`src/rtl/chain_pkg.sv`:
```
package chain_pkg;
  // Per-slice strobes issued by the slice control to its storage.
  typedef struct packed {
    logic wr;
    logic rd;
  } slice_stb_t;
endpackage

```
`src/rtl/slice_ctrl.sv`:
```
module slice_ctrl
  import chain_pkg::*;
#(
  parameter int DEPTH   = 4,
  parameter bit CHAINED = 1'b1
) (
  input  logic                                  clk,
  input  logic                                  rstN,
  input  logic                                  firstLoad,
  input  logic                                  wrEn,
  input  logic                                  rdEn,
  input  logic                                  xiWr,
  input  logic                                  xiRd,
  output slice_stb_t                            stb,
  output logic [((DEPTH > 1) ? $clog2(DEPTH) : 1)-1:0] wrAddr,
  output logic [((DEPTH > 1) ? $clog2(DEPTH) : 1)-1:0] rdAddr,
  output logic                                  xoWr,
  output logic                                  xoRd,
  output logic                                  wrTok,
  output logic                                  rdTok,
  output logic                                  isFull,
  output logic                                  isEmpty
);
  localparam int AW   = (DEPTH > 1) ? $clog2(DEPTH) : 1;
  localparam int CW   = $clog2(DEPTH + 1);
  localparam int LAST = DEPTH - 1;

  logic [AW-1:0] wrPtr, rdPtr;
  logic [CW-1:0] cnt;
  logic          wrLast, rdLast;

  assign isFull  = (cnt == CW'(DEPTH));
  assign isEmpty = (cnt == '0);
  assign wrLast  = (wrPtr == AW'(LAST));
  assign rdLast  = (rdPtr == AW'(LAST));

  assign stb.wr = wrEn & wrTok & ~isFull;
  assign stb.rd = rdEn & rdTok & ~isEmpty;
  assign wrAddr = wrPtr;
  assign rdAddr = rdPtr;

  // Handoff pulses exist only inside a ring of several slices.
  generate
    if (CHAINED) begin : g_ring
      assign xoWr = stb.wr & wrLast;
      assign xoRd = stb.rd & rdLast;
    end else begin : g_alone
      assign xoWr = 1'b0;
      assign xoRd = 1'b0;
    end
  endgenerate

  always_ff @(posedge clk or negedge rstN) begin
    if (!rstN) begin
      wrPtr <= '0;
      rdPtr <= '0;
      cnt   <= '0;
      wrTok <= firstLoad;
      rdTok <= firstLoad;
    end else begin
      if (stb.wr) wrPtr <= wrLast ? '0 : wrPtr + AW'(1);
      if (stb.rd) rdPtr <= rdLast ? '0 : rdPtr + AW'(1);
      case ({stb.wr, stb.rd})
        2'b10:   cnt <= cnt + CW'(1);
        2'b01:   cnt <= cnt - CW'(1);
        default: cnt <= cnt;
      endcase
      wrTok <= (wrTok & ~xoWr) | xiWr;
      rdTok <= (rdTok & ~xoRd) | xiRd;
    end
  end

  AST_SLICE_NO_OVERFLOW: assert property (@(posedge clk) disable iff (!rstN)
    isFull && !stb.rd |=> isFull);
endmodule

```
`src/rtl/slice_mem.sv`:
```
module slice_mem
  import chain_pkg::*;
#(
  parameter int DEPTH  = 4,
  parameter int DATA_W = 9,
  parameter int AW     = 2
) (
  input  logic              clk,
  input  logic              rstN,
  input  slice_stb_t        stb,
  input  logic [AW-1:0]     wrAddr,
  input  logic [AW-1:0]     rdAddr,
  input  logic [DATA_W-1:0] wrData,
  output logic [DATA_W-1:0] rdWord
);
  logic [DATA_W-1:0] store [DEPTH];

  always_ff @(posedge clk) begin
    if (stb.wr) store[wrAddr] <= wrData;
  end

  always_ff @(posedge clk or negedge rstN) begin
    if (!rstN)       rdWord <= '0;
    else if (stb.rd) rdWord <= store[rdAddr];
  end
endmodule

```
`src/rtl/chain_fifo.sv`:
```
module chain_fifo
  import chain_pkg::*;
#(
  parameter int NUM_SLICES  = 3,
  parameter int SLICE_DEPTH = 4,
  parameter int DATA_W      = 9
) (
  input  logic              clk,
  input  logic              rstN,
  input  logic              wrEn,
  input  logic [DATA_W-1:0] wrData,
  input  logic              rdEn,
  output logic [DATA_W-1:0] rdData,
  output logic              fullAll,
  output logic              emptyAll
);
  localparam int AW      = (SLICE_DEPTH > 1) ? $clog2(SLICE_DEPTH) : 1;
  localparam bit CHAINED = (NUM_SLICES > 1);

  logic [NUM_SLICES-1:0] xoWr, xoRd, wrTok, rdTok, sFull, sEmpty, wrHit, rdHit;
  logic [NUM_SLICES-1:0] srcSel;
  logic [DATA_W-1:0]     sWord [NUM_SLICES];

  generate
    for (genvar g = 0; g < NUM_SLICES; g++) begin : g_slice
      localparam int PRV = (g + NUM_SLICES - 1) % NUM_SLICES;
      localparam int NXT = (g + 1) % NUM_SLICES;
      slice_stb_t    stbG;
      logic [AW-1:0] wrAddrG, rdAddrG;

      slice_ctrl #(.DEPTH(SLICE_DEPTH), .CHAINED(CHAINED)) u_ctrl (
        .clk      (clk),
        .rstN     (rstN),
        .firstLoad(g == 0),
        .wrEn     (wrEn),
        .rdEn     (rdEn),
        .xiWr     (xoWr[PRV]),
        .xiRd     (xoRd[PRV]),
        .stb      (stbG),
        .wrAddr   (wrAddrG),
        .rdAddr   (rdAddrG),
        .xoWr     (xoWr[g]),
        .xoRd     (xoRd[g]),
        .wrTok    (wrTok[g]),
        .rdTok    (rdTok[g]),
        .isFull   (sFull[g]),
        .isEmpty  (sEmpty[g])
      );

      slice_mem #(.DEPTH(SLICE_DEPTH), .DATA_W(DATA_W), .AW(AW)) u_mem (
        .clk   (clk),
        .rstN  (rstN),
        .stb   (stbG),
        .wrAddr(wrAddrG),
        .rdAddr(rdAddrG),
        .wrData(wrData),
        .rdWord(sWord[g])
      );

      assign wrHit[g] = stbG.wr;
      assign rdHit[g] = stbG.rd;

      if (CHAINED) begin : g_handoff
        AST_WR_HANDOFF: assert property (@(posedge clk) disable iff (!rstN)
          xoWr[g] |=> wrTok[NXT] && !wrTok[g]);
        AST_RD_HANDOFF: assert property (@(posedge clk) disable iff (!rstN)
          xoRd[g] |=> rdTok[NXT] && !rdTok[g]);
      end
    end
  endgenerate

  // Remember which slice served the latest read; hold it otherwise.
  always_ff @(posedge clk or negedge rstN) begin
    if (!rstN)        srcSel <= '0;
    else if (|rdHit)  srcSel <= rdHit;
  end

  always_comb begin
    rdData = '0;
    for (int i = 0; i < NUM_SLICES; i++)
      if (srcSel[i]) rdData = rdData | sWord[i];
  end

  assign fullAll  = &sFull;
  assign emptyAll = &sEmpty;

  AST_ONE_WR_TOKEN: assert property (@(posedge clk) disable iff (!rstN)
    $onehot(wrTok));
  AST_ONE_RD_TOKEN: assert property (@(posedge clk) disable iff (!rstN)
    $onehot(rdTok));
  AST_FLAGS_EXCLUSIVE: assert property (@(posedge clk) disable iff (!rstN)
    !(fullAll && emptyAll));
  AST_NO_OVERFLOW: assert property (@(posedge clk) disable iff (!rstN)
    fullAll |-> !(|wrHit));
  AST_EMPTY_HOLD: assert property (@(posedge clk) disable iff (!rstN)
    emptyAll |=> $stable(rdData));

  generate
    if (!CHAINED) begin : g_solo_chk
      AST_SOLO_TOKENS: assert property (@(posedge clk) disable iff (!rstN)
        wrTok[0] && rdTok[0]);
    end
  endgenerate
endmodule

```
`config.mk`:
```
export PLATFORM = sky130hd
export DESIGN_NAME = chain_fifo
export DESIGN_NICKNAME = d
export VERILOG_FILES = /design/src/rtl/chain_pkg.sv /design/src/rtl/slice_ctrl.sv /design/src/rtl/slice_mem.sv /design/src/rtl/chain_fifo.sv
export SDC_FILE = /design/constraint.sdc
export NUM_CORES = 1
export LEC_CHECK = 0
export BUFFER_PORTS_ARGS = -buffer_cell sky130_fd_sc_hd__buf_2
export CAP_MARGIN = 20
export CORE_AREA = 2 2 154 118
export CTS_BUF_LIST = sky130_fd_sc_hd__clkbuf_4 sky130_fd_sc_hd__clkbuf_8
export CTS_CLUSTER_DIAMETER = 120
export DETAILED_ROUTE_END_ITERATION = 10
export DIE_AREA = 0 0 156 120
export SLEW_MARGIN = 10
export SYNTH_ARGS = -nofsm -noshare
export SYNTH_HDL_FRONTEND = slang
export SYNTH_SLANG_ARGS = --single-unit
```
`constraint.sdc`:
```
create_clock -name clk -period 2.6 [get_ports clk]
set_input_delay 0.26 -clock clk [delete_from_list [all_inputs] [get_ports clk]]
set_output_delay 0.26 -clock clk [all_outputs]
set_load 0.01 [all_outputs]
```
# After elaboration in Yosys (flattened, before gate mapping)
# Memory sizes are Yosys's and may differ from the RTL's. A register that Yosys moved wholly into a read port is not among the register bits.
# Index checks and enable logic that the tools add are counted.
# classes
add_sub_neg,12
eq_ne,15
mux,18
bitwise,44
n_reduce_logical,12
# op_table
op,n
2-to-1 mux 9 bit,3
bitwise AND 1 bit,24
"equality test 2 bit, second input constant",9
OR 9 bit,2
case mux 3 bit (2 select lines),3
"adder 2 x 1 -> 2 bit, second input constant",6
2-to-1 mux 2 bit,6
inverter 1 bit,12
"adder 3 x 1 -> 3 bit, second input constant",3
"equality test 3 bit, second input constant",3
logical NOT 3 bit,3
"subtractor 3 x 1 -> 3 bit, second input constant",3
"equality test 2 x 1 -> 1 bit, second input constant",3
2-to-1 mux 1 bit,6
OR 1 bit,6
AND reduction 3 bit,2
nonzero test 2 bit,3
logical NOT 1 bit,3
OR reduction 3 bit,1
# totals
ff_bits,30
mem_bits_rw,108
output_inout_bits,11
elab_cells,120
mem_count,3
# memory_table
name,depth,word_bits,rd,rd_clocked_by_memory_dff,write_ports,line,text
g_slice[0].u_mem.store,4,9,1,1,1,slice_mem.sv:16,logic [DATA_W-1:0] store [DEPTH];
g_slice[1].u_mem.store,4,9,1,1,1,slice_mem.sv:16,
g_slice[2].u_mem.store,4,9,1,1,1,slice_mem.sv:16,

# Longest topological paths before layout
# Gate-level depths: netlist of run 1.
# logic_depth
ltp_word,7
ltp_mapped,10
depth_no_buf,9

# Worst setup path before layout of run 1
# No wires, ideal clock.
# synth_timing
path_kind,reg-to-reg
from,register g_slice[1].u_ctrl.cnt[0]
to,register g_slice[1].u_ctrl.cnt[2]
setup_time_ns,0.079
t_arrival_ns,2.130
setup_slack_ns,0.390
stages_incl_launch_ff,11
period_less_slack_ns,2.210
path_cell_list,dfrtp_1 -> or3b_1 -> and3_1 -> buf_2 -> inv_1 -> ha_1 -> inv_1 -> fa_1 -> xor2_1 -> nor2_1 -> xor2_1
# synth_between
elab_chain_len,5
word_cells_on_any_way,12
classes_between,2 x add/sub; 3 x eq/ne; 1 x mux; 4 x bitwise; 2 x reduce/logical
# synth_rtl
item,line,text
"start, declared",slice_ctrl.sv:29,logic [CW-1:0] cnt;
"start signal, assigned",slice_ctrl.sv:64,2'b10: cnt <= cnt + CW'(1);
"start signal, assigned",slice_ctrl.sv:65,2'b01: cnt <= cnt - CW'(1);
"start signal, assigned",slice_ctrl.sv:66,default: cnt <= cnt;
equality test 3 bit / logical NOT 3 bit (equally long branches),"slice_ctrl.sv:32, slice_ctrl.sv:33",
inverter 1 bit (on tied branches),"slice_ctrl.sv:37, slice_ctrl.sv:38",
bitwise AND 1 bit (on tied branches),"slice_ctrl.sv:37, slice_ctrl.sv:38",
equality test 2 x 1 -> 1 bit / equality test 2 bit (equally long branches),slice_ctrl.sv:63,"case ({stb.wr, stb.rd})"
case mux 3 bit (2 select lines) / nonzero test 2 bit (equally long branches),-,
# Several ways; a longest one is shown, not always the timed one.
# A chain may end at the register's enable or synchronous reset.

# Final worst setup path of run 1
# Ends and elaborated chain as after synthesis.

==> results.yml, run 1 <==
synth:
  yosysWarnings: 0
  synth_compound_area_share_pct: 3.33
  synth_xor_area_share_pct: 1.17
  synth_nets: 477
  synth_edf_count: 108
  yosysTopAreaCell: "edfxtp_1"
  synthAdderAreaFrac_pct: 4.22
  syn_area_per_cell_um2: 15.2
  synthMuxAreaShare_pct: 10.8
  syn_inst: 443
  yosys.area_share.simple_pct: 8.22
  synth_ff_type: "edfxtp_1"
  yosysMostFrequentCell: "edfxtp_1"
  synth_top_family_by_area: "multiplexers"
  synth.area.top_cells: "edfxtp_1 (48%), dfrtp_1 (20%), mux4_2 (9.0%)"
  yosys-top-cells-count: "edfxtp_1 (108), nand2_1 (99), dfrtp_1 (55), inv_1 (36), mux4_2 (27)"
  synth_seq_area_share_pct: 69.2
  yosysTopAreaCellShare_pct: 48.0
  async_flop_share_pct: 34.5
  ys_types: 26
  synth_area_um2: 6760
  ys_seq_elements: 165
power:
  power_mw: 6.07
  power_density_nw_per_um2: 802
  p_leak_nw: 3.10
  irDropWorstVdd_v: 0.000298
layout:
  num-fill-cells: 1530
  finalNetCount: 508
  num_antenna_cells: 0
  area_growth_pct: 12.0
  final-instance-count-excl-fill: 707
  drive_above_1_share_pct: 20.3
cts:
  cts_sinks: 165
  htree_levels: 4
  cts-resized-gates: 0
  cts_buffers: 17
  cts_tree: "yes"
  clockBufferDepth: 2
  ctsRootBufferMaster: "clkbuf_8"
  clock_latency_ps: 460
  clk_pin_slew_worst_paths_ps: 100
setup_path:
  arrival_ps: 2710
  crit_path_end_kind: "register"
  cp-start-kind: "register"
  required_ps: 3000
  reg2reg_depth: 9
  worstPathMaxFanout: 8
  reg2reg_slack_ps: 290
  crit_type: "reg2reg"
  reg2reg_to: "g_slice[1].u_ctrl.cnt[2]"
  r2r-start: "g_slice[1].u_ctrl.cnt[0]"
timing:
  rsz0062_at_grt: "false"
  tightest_slew_ps: 724
  setup_tns_ps: 0
  fin_crit_ps: 2310
  setup_viol: 0
  timing.hold.ws_ps: 129
  period_share_pct: 89.0
  worst_slack_ps: 286
  slew_headroom_pct: 51.8
  hold_viol: 0
  clock_skew_ps: 13.8
  slew_viol_final: 0
  max_freq_ghz: 0.432
route:
  first_pass_iters: 4
  drt-total-wl_mm: 13.3
  routed-via-count: 3567
  viasPerCell: 5.05
  antenna_left: 0
  wl_per_cell_um: 18.8
  drc: 0
  drt-initial-drc-count: 305
placement:
  dp_cells: 674
  dp_hpwl_mm: 9.10
  post-place-ws_ps: 275
  gp_congestion: 0.773
  io_buffers: 23
run_status:
  status: "completed"
floorplan:
  die_w_um: 156
  core_um2: 17300
  row_count: 42
  pin_count: 24
  die-area_um2: 18700
  initial_core_util_pct: 39.1
  die_h_um: 120
min_path:
  hp-start: "wrData[3]"
  worstHoldPathCells: 1
  min_to: "g_slice[2].u_mem.store[2][3]"
  hp-class: "in2reg"
global_route:
  grt_use_total_pct: 15.7
  antenna_found_initial: 0
  overflow: 0
  grt_pass1_wl_mm: 21.4
  grt_max_degree: 58
  grt_pass1_vias: 3882
run:
  maxCapViolCount: 0
==> repair_timing <==
item                                   4_1_cts  5_1_grt
buffers inserted                             0        0
hold buffers                                 1        0
endpoints found under the hold margin       55        0
==> through the flow <==
step,area (um^2),util [%]
5_1_grt,7560,43.7
2_1_floorplan,6760,-
4_1_cts,7560,43.7
3_5_place_dp,7120,41.2
3_3_place_gp,7120,41.2
6_report,7560,43.7
==> layout by cell type, fill, tap and decap left out, types with 5 or more instances in the layout <==
| cell | Yosys | final |
|---|---|---|
| mux4_2 | 27 | 27 |
| inv_6 | 0 | 5 |
| buf_4 | 0 | 6 |
| xor2_1 | 6 | 6 |
| nand2_1 | 99 | 99 |
| nand3_1 | 5 | 5 |
| nor2_1 | 7 | 7 |
| inv_1 | 36 | 36 |
| dfrtp_1 | 55 | 55 |
| a222oi_1 | 9 | 9 |
| o21ai_0 | 9 | 9 |
| and2_1 | 12 | 12 |
| mux2_4 | 6 | 6 |
| edfxtp_1 | 108 | 108 |
| clkbuf_8 | 0 | 17 |
| ha_1 | 18 | 18 |
| buf_2 | 6 | 23 |
==> worst max-delay path by stage <==
stage | startpoint | endpoint | slack, ps | cells past startpoint
after detailed placement | g_slice[1].u_ctrl.cnt[0] | g_slice[1].u_ctrl.cnt[2] | 270 | 9
final | g_slice[1].u_ctrl.cnt[0] | g_slice[1].u_ctrl.cnt[2] | 290 | 9
after global routing | g_slice[1].u_ctrl.cnt[0] | g_slice[1].u_ctrl.cnt[2] | 60 | 9
after CTS | g_slice[1].u_ctrl.cnt[0] | g_slice[1].u_ctrl.cnt[2] | 260 | 9
after global placement | g_slice[1].u_ctrl.cnt[0] | g_slice[1].u_ctrl.cnt[2] | 340 | 9
after floorplan | g_slice[1].u_ctrl.cnt[0] | g_slice[1].u_ctrl.cnt[2] | 390 | 10
==> critical path: stages (launching register included) <==
cell,delay [ps]
dfrtp_1,450
or3b_1,410
and3_1,290
inv_1,90
ha_1,180
inv_1,60
fa_1,370
xor2_1,150
nor2_1,110
xor2_1,150
==> state kept, by name, summed over array words and instances, names as in the netlist <==
name / count
g_slice.u_ctrl.rdAddr: 6
g_slice.u_ctrl.rdTok: 3
g_slice.u_mem.store: 108
srcSel: 3
g_slice.u_ctrl.wrAddr: 6
g_slice.u_ctrl.cnt: 9
g_slice.u_ctrl.wrTok: 3
g_slice.u_mem.rdWord: 27
==> layout make-up <==
| class | count | area [um^2] | area share [%] |
|---|---|---|---|
| Clock buffer | 17 | 234 | 3.09 |
| Clock inverter | 15 | 204 | 2.70 |
| Inverter | 36 | 135 | 1.79 |
| Multi-Input combinational cell | 224 | 1870 | 24.8 |
| Sequential cell | 165 | 4670 | 61.8 |
| Timing Repair Buffer | 30 | 170 | 2.25 |
| Tap cell | 220 | 275 | 3.64 |
==> per-layer routing <==
layer / part of all wire [%] / global-route usage [%]
met5: 0 / 0
met4: 1.1 / 5.45
met3: 4.8 / 4.15
met2: 46 / 23.8
met1: 48 / 22.0
==> kinds of logic after synthesis <==
group | Yosys count
AOI/OAI and AO/OA | 27
xor gates and xnor gates | 9
adders and majority gates | 21
buffers and inverters | 54
DFF | 165
muxes | 36
and+or+nand+nor | 131
==> power breakdown <==
group / internal (mW) / switching (mW) / leakage, nW
clock network: 0.913 / 1.07 / 0.220
logic: 0.356 / 0.442 / 1.15
registers: 3.09 / 0.200 / 1.73
total: 4.36 / 1.71 / 3.10
Power figures use the tool's default switching activity.
==> inputs of run 2 (changes only) <==
--- a/config.mk
+++ b/config.mk
@@ -5,13 +5,14 @@
 export SDC_FILE = /design/constraint.sdc
 export NUM_CORES = 1
 export LEC_CHECK = 0
+export ABC_AREA = 1
 export BUFFER_PORTS_ARGS = -buffer_cell sky130_fd_sc_hd__buf_2
-export CAP_MARGIN = 20
-export CORE_AREA = 2 2 154 118
+export CAP_MARGIN = 25
+export CORE_AREA = 2 2 157 120
 export CTS_BUF_LIST = sky130_fd_sc_hd__clkbuf_4 sky130_fd_sc_hd__clkbuf_8
 export CTS_CLUSTER_DIAMETER = 120
 export DETAILED_ROUTE_END_ITERATION = 10
-export DIE_AREA = 0 0 156 120
+export DIE_AREA = 0 0 159 122
 export SLEW_MARGIN = 10
 export SYNTH_ARGS = -nofsm -noshare
 export SYNTH_HDL_FRONTEND = slang
==> results.yml, run 2 <==
timing:
  setup_viol: 0
  clock_skew_ps: 16.0
  max_freq_ghz: 0.476
  worst_slack_ps: 497
  hold_viol: 0
  fin_crit_ps: 2100
  slew_viol_final: 0
  setup_tns_ps: 0
  period_share_pct: 80.9
  slew_headroom_pct: 54.7
  rsz0062_at_grt: "false"
  tightest_slew_ps: 680
cts:
  clockBufferDepth: 2
  hold_buffers: 1
  cts_tree: "yes"
  htree_levels: 4
  ctsRootBufferMaster: "clkbuf_8"
  cts_buffers: 17
  cts_sinks: 165
  clk_pin_slew_worst_paths_ps: 90
  cts-resized-gates: 0
  clock_latency_ps: 470
  cts_setup_buffers: 0
synth:
  yosysMostFrequentCell: "nand2_1"
  synth.area.top_cells: "edfxtp_1 (46%), dfrtp_1 (20%), nand2_1 (9.9%)"
  synth_edf_count: 108
  yosysWarnings: 0
  synth_ff_type: "edfxtp_1"
  ys_types: 27
  async_flop_share_pct: 34.5
  syn_inst: 651
  yosysTopAreaCellShare_pct: 46.0
  yosysTopAreaCell: "edfxtp_1"
  ys_seq_elements: 165
  synth_seq_area_share_pct: 66.3
  yosys-top-cells-count: "nand2_1 (186), edfxtp_1 (108), nor2_1 (96), dfrtp_1 (55), nand3_1 (37)"
  syn_area_per_cell_um2: 10.8
  synth_nets: 685
  synth_area_um2: 7040
layout:
  drive_above_1_share_pct: 13.3
  num-fill-cells: 1722
  regMostFlops: "g_slice.u_mem.store"
  area_growth_pct: 10.4
  finalNetCount: 720
  largest_registers: "g_slice.u_mem.store (108), g_slice.u_mem.rdWord (27), g_slice.u_ctrl.cnt (9)"
  largest_register_ffs: 108
  layout_common_cells: "nand2_1 (186), edfxtp_1 (108), nor2_1 (96)"
  num_antenna_cells: 0
  final_common_cell: "nand2_1"
  design_area_um2: 7780
route:
  drt-initial-drc-count: 313
  first_pass_iters: 4
  routed-via-count: 4427
  wl_per_cell_um: 15.8
  drc: 0
  viasPerCell: 4.68
  antenna_left: 0
  drt-total-wl_mm: 14.9
setup_path:
  crit_type: "reg2reg"
  crit_slowest_cell: "fa_1"
  required_ps: 2980
  slowest_delay_ps: 380
  arrival_ps: 2490
  reg2reg_depth: 11
  crit_path_end_kind: "register"
  path_cells: "inv_1 -> nand3_2 -> nand2_2 -> inv_2 -> ha_1 -> inv_1 -> fa_1 -> nor2_1 -> nor2_1 -> nand2_1 -> xor2_1"
  cp-start-kind: "register"
  worstPathMaxFanout: 15
floorplan:
  row_count: 43
  die_w_um: 159
  core_um2: 18100
  die-area_um2: 19400
  pin_count: 24
  initial_core_util_pct: 39.0
  die_h_um: 122
power:
  intPower_mw: 3.59
  power_density_nw_per_um2: 595
  p_leak_nw: 3.23
  sw_frac_of_total_pct: 22.3
  irDropWorstVdd_v: 0.000485
  power_mw: 4.63
  pwr-share-clk_pct: 38.2
  power_frac_comb_pct: 1.4
  power_frac_seq_pct: 60.4
  p_switching_mw: 1.03
placement:
  gp_congestion: 0.868
  dp_hpwl_mm: 10.3
  placed_cell_area_um2: 7390
  post-place-ws_ps: 506
  io_buffers: 23
global_route:
  grt_max_degree: 26
  overflow: 0
  grt_use_total_pct: 16.6
  grt_pass1_vias: 4523
  grt_pass1_wl_mm: 24.1
  antenna_found_initial: 0
run_status:
  status: "completed"
run:
  maxCapViolCount: 0
min_path:
  worstHoldPathCells: 1
  hp-class: "in2reg"
run 2: cell types whose count changed in the layout (fill, tap and decap cells not counted), moves of 8 or more:
cell      change
nor2_1       +89
nand2_1      +87
nand3_1      +32
mux4_2       -27
o21ai_1      +21
o21ai_0      +17
and2_1       -12
a222oi_1      -9
buf_4         +9
nand3_2       +8
run 2: worst paths after layout:
path                                                from                            to  slack (ps)
min in group asynchronous                           rstN      g_slice[0].u_ctrl.cnt[0]         260
worst min-delay path                           wrData[0]  g_slice[1].u_mem.store[1][0]         180
max in group asynchronous                           rstN    g_slice[1].u_mem.rdWord[3]        1650
worst max-delay path            g_slice[1].u_ctrl.cnt[0]      g_slice[1].u_ctrl.cnt[2]         500
worst max register to register  g_slice[1].u_ctrl.cnt[0]      g_slice[1].u_ctrl.cnt[2]         500
worst min register to register  g_slice[1].u_ctrl.cnt[0]      g_slice[1].u_ctrl.cnt[0]         480
run 2: through the flow:
step,utilization [%],hold slack [ps],cells
final,43.0,183,946
after global routing,43.0,164,946
after CTS,43.0,160,946
after detailed placement,40.9,234,913
after global placement,40.9,218,913
after floorplan,-,-35.6,651
run 2: logic make-up after synthesis:
logic type	count (synthesis)	share of synthesized area, %
and+or+nand+nor	339	19.9
AOI/OAI and AO/OA	55	4.07
adders and majority gates	21	4.05
DFF	165	66.3
buffers and inverters	65	4.90
xor gates and xnor gates	6	0.746
run 2: per-layer routing:
layer | wire (um) | GRT usage, % | vias up
met5 | 0 | 0 | -
met4 | 125 | 5.63 | 0
met3 | 782 | 3.78 | 9
met2 | 7010 | 25.7 | 77
met1 | 7020 | 23.2 | 2132
li1 | - | - | 2209
run 2: worst max-delay path, delay by kind of cell, from the launching register on:
kind	cells	cell delay, ps
flip-flops	1	370
adder cells (fa/ha/maj)	2	570
AND/OR/NAND/NOR	5	530
buffers and inverters	3	420
XOR/XNOR	1	150
run 2: layout make-up:
type / instances / area, um^2 / area share, %
sequential: 165 / 4670 / 60.1
multi-input combinational: 421 / 2030 / 26.0
tap: 247 / 309 / 3.97
clock buffer: 18 / 248 / 3.19
timing repair buffer: 39 / 238 / 3.06
inverter: 42 / 158 / 2.03
clock inverter: 14 / 126 / 1.63
run 2: power groups by stage:
stage	sequential, mW	combinational, mW	clock, mW
after floorplan	2.86	0.00197	0
after global placement	2.85	0.0623	0
after detailed placement	2.85	0.0660	0
after CTS	2.80	0.0671	1.81
after global routing	2.80	0.0726	1.91
final	2.80	0.0638	1.77
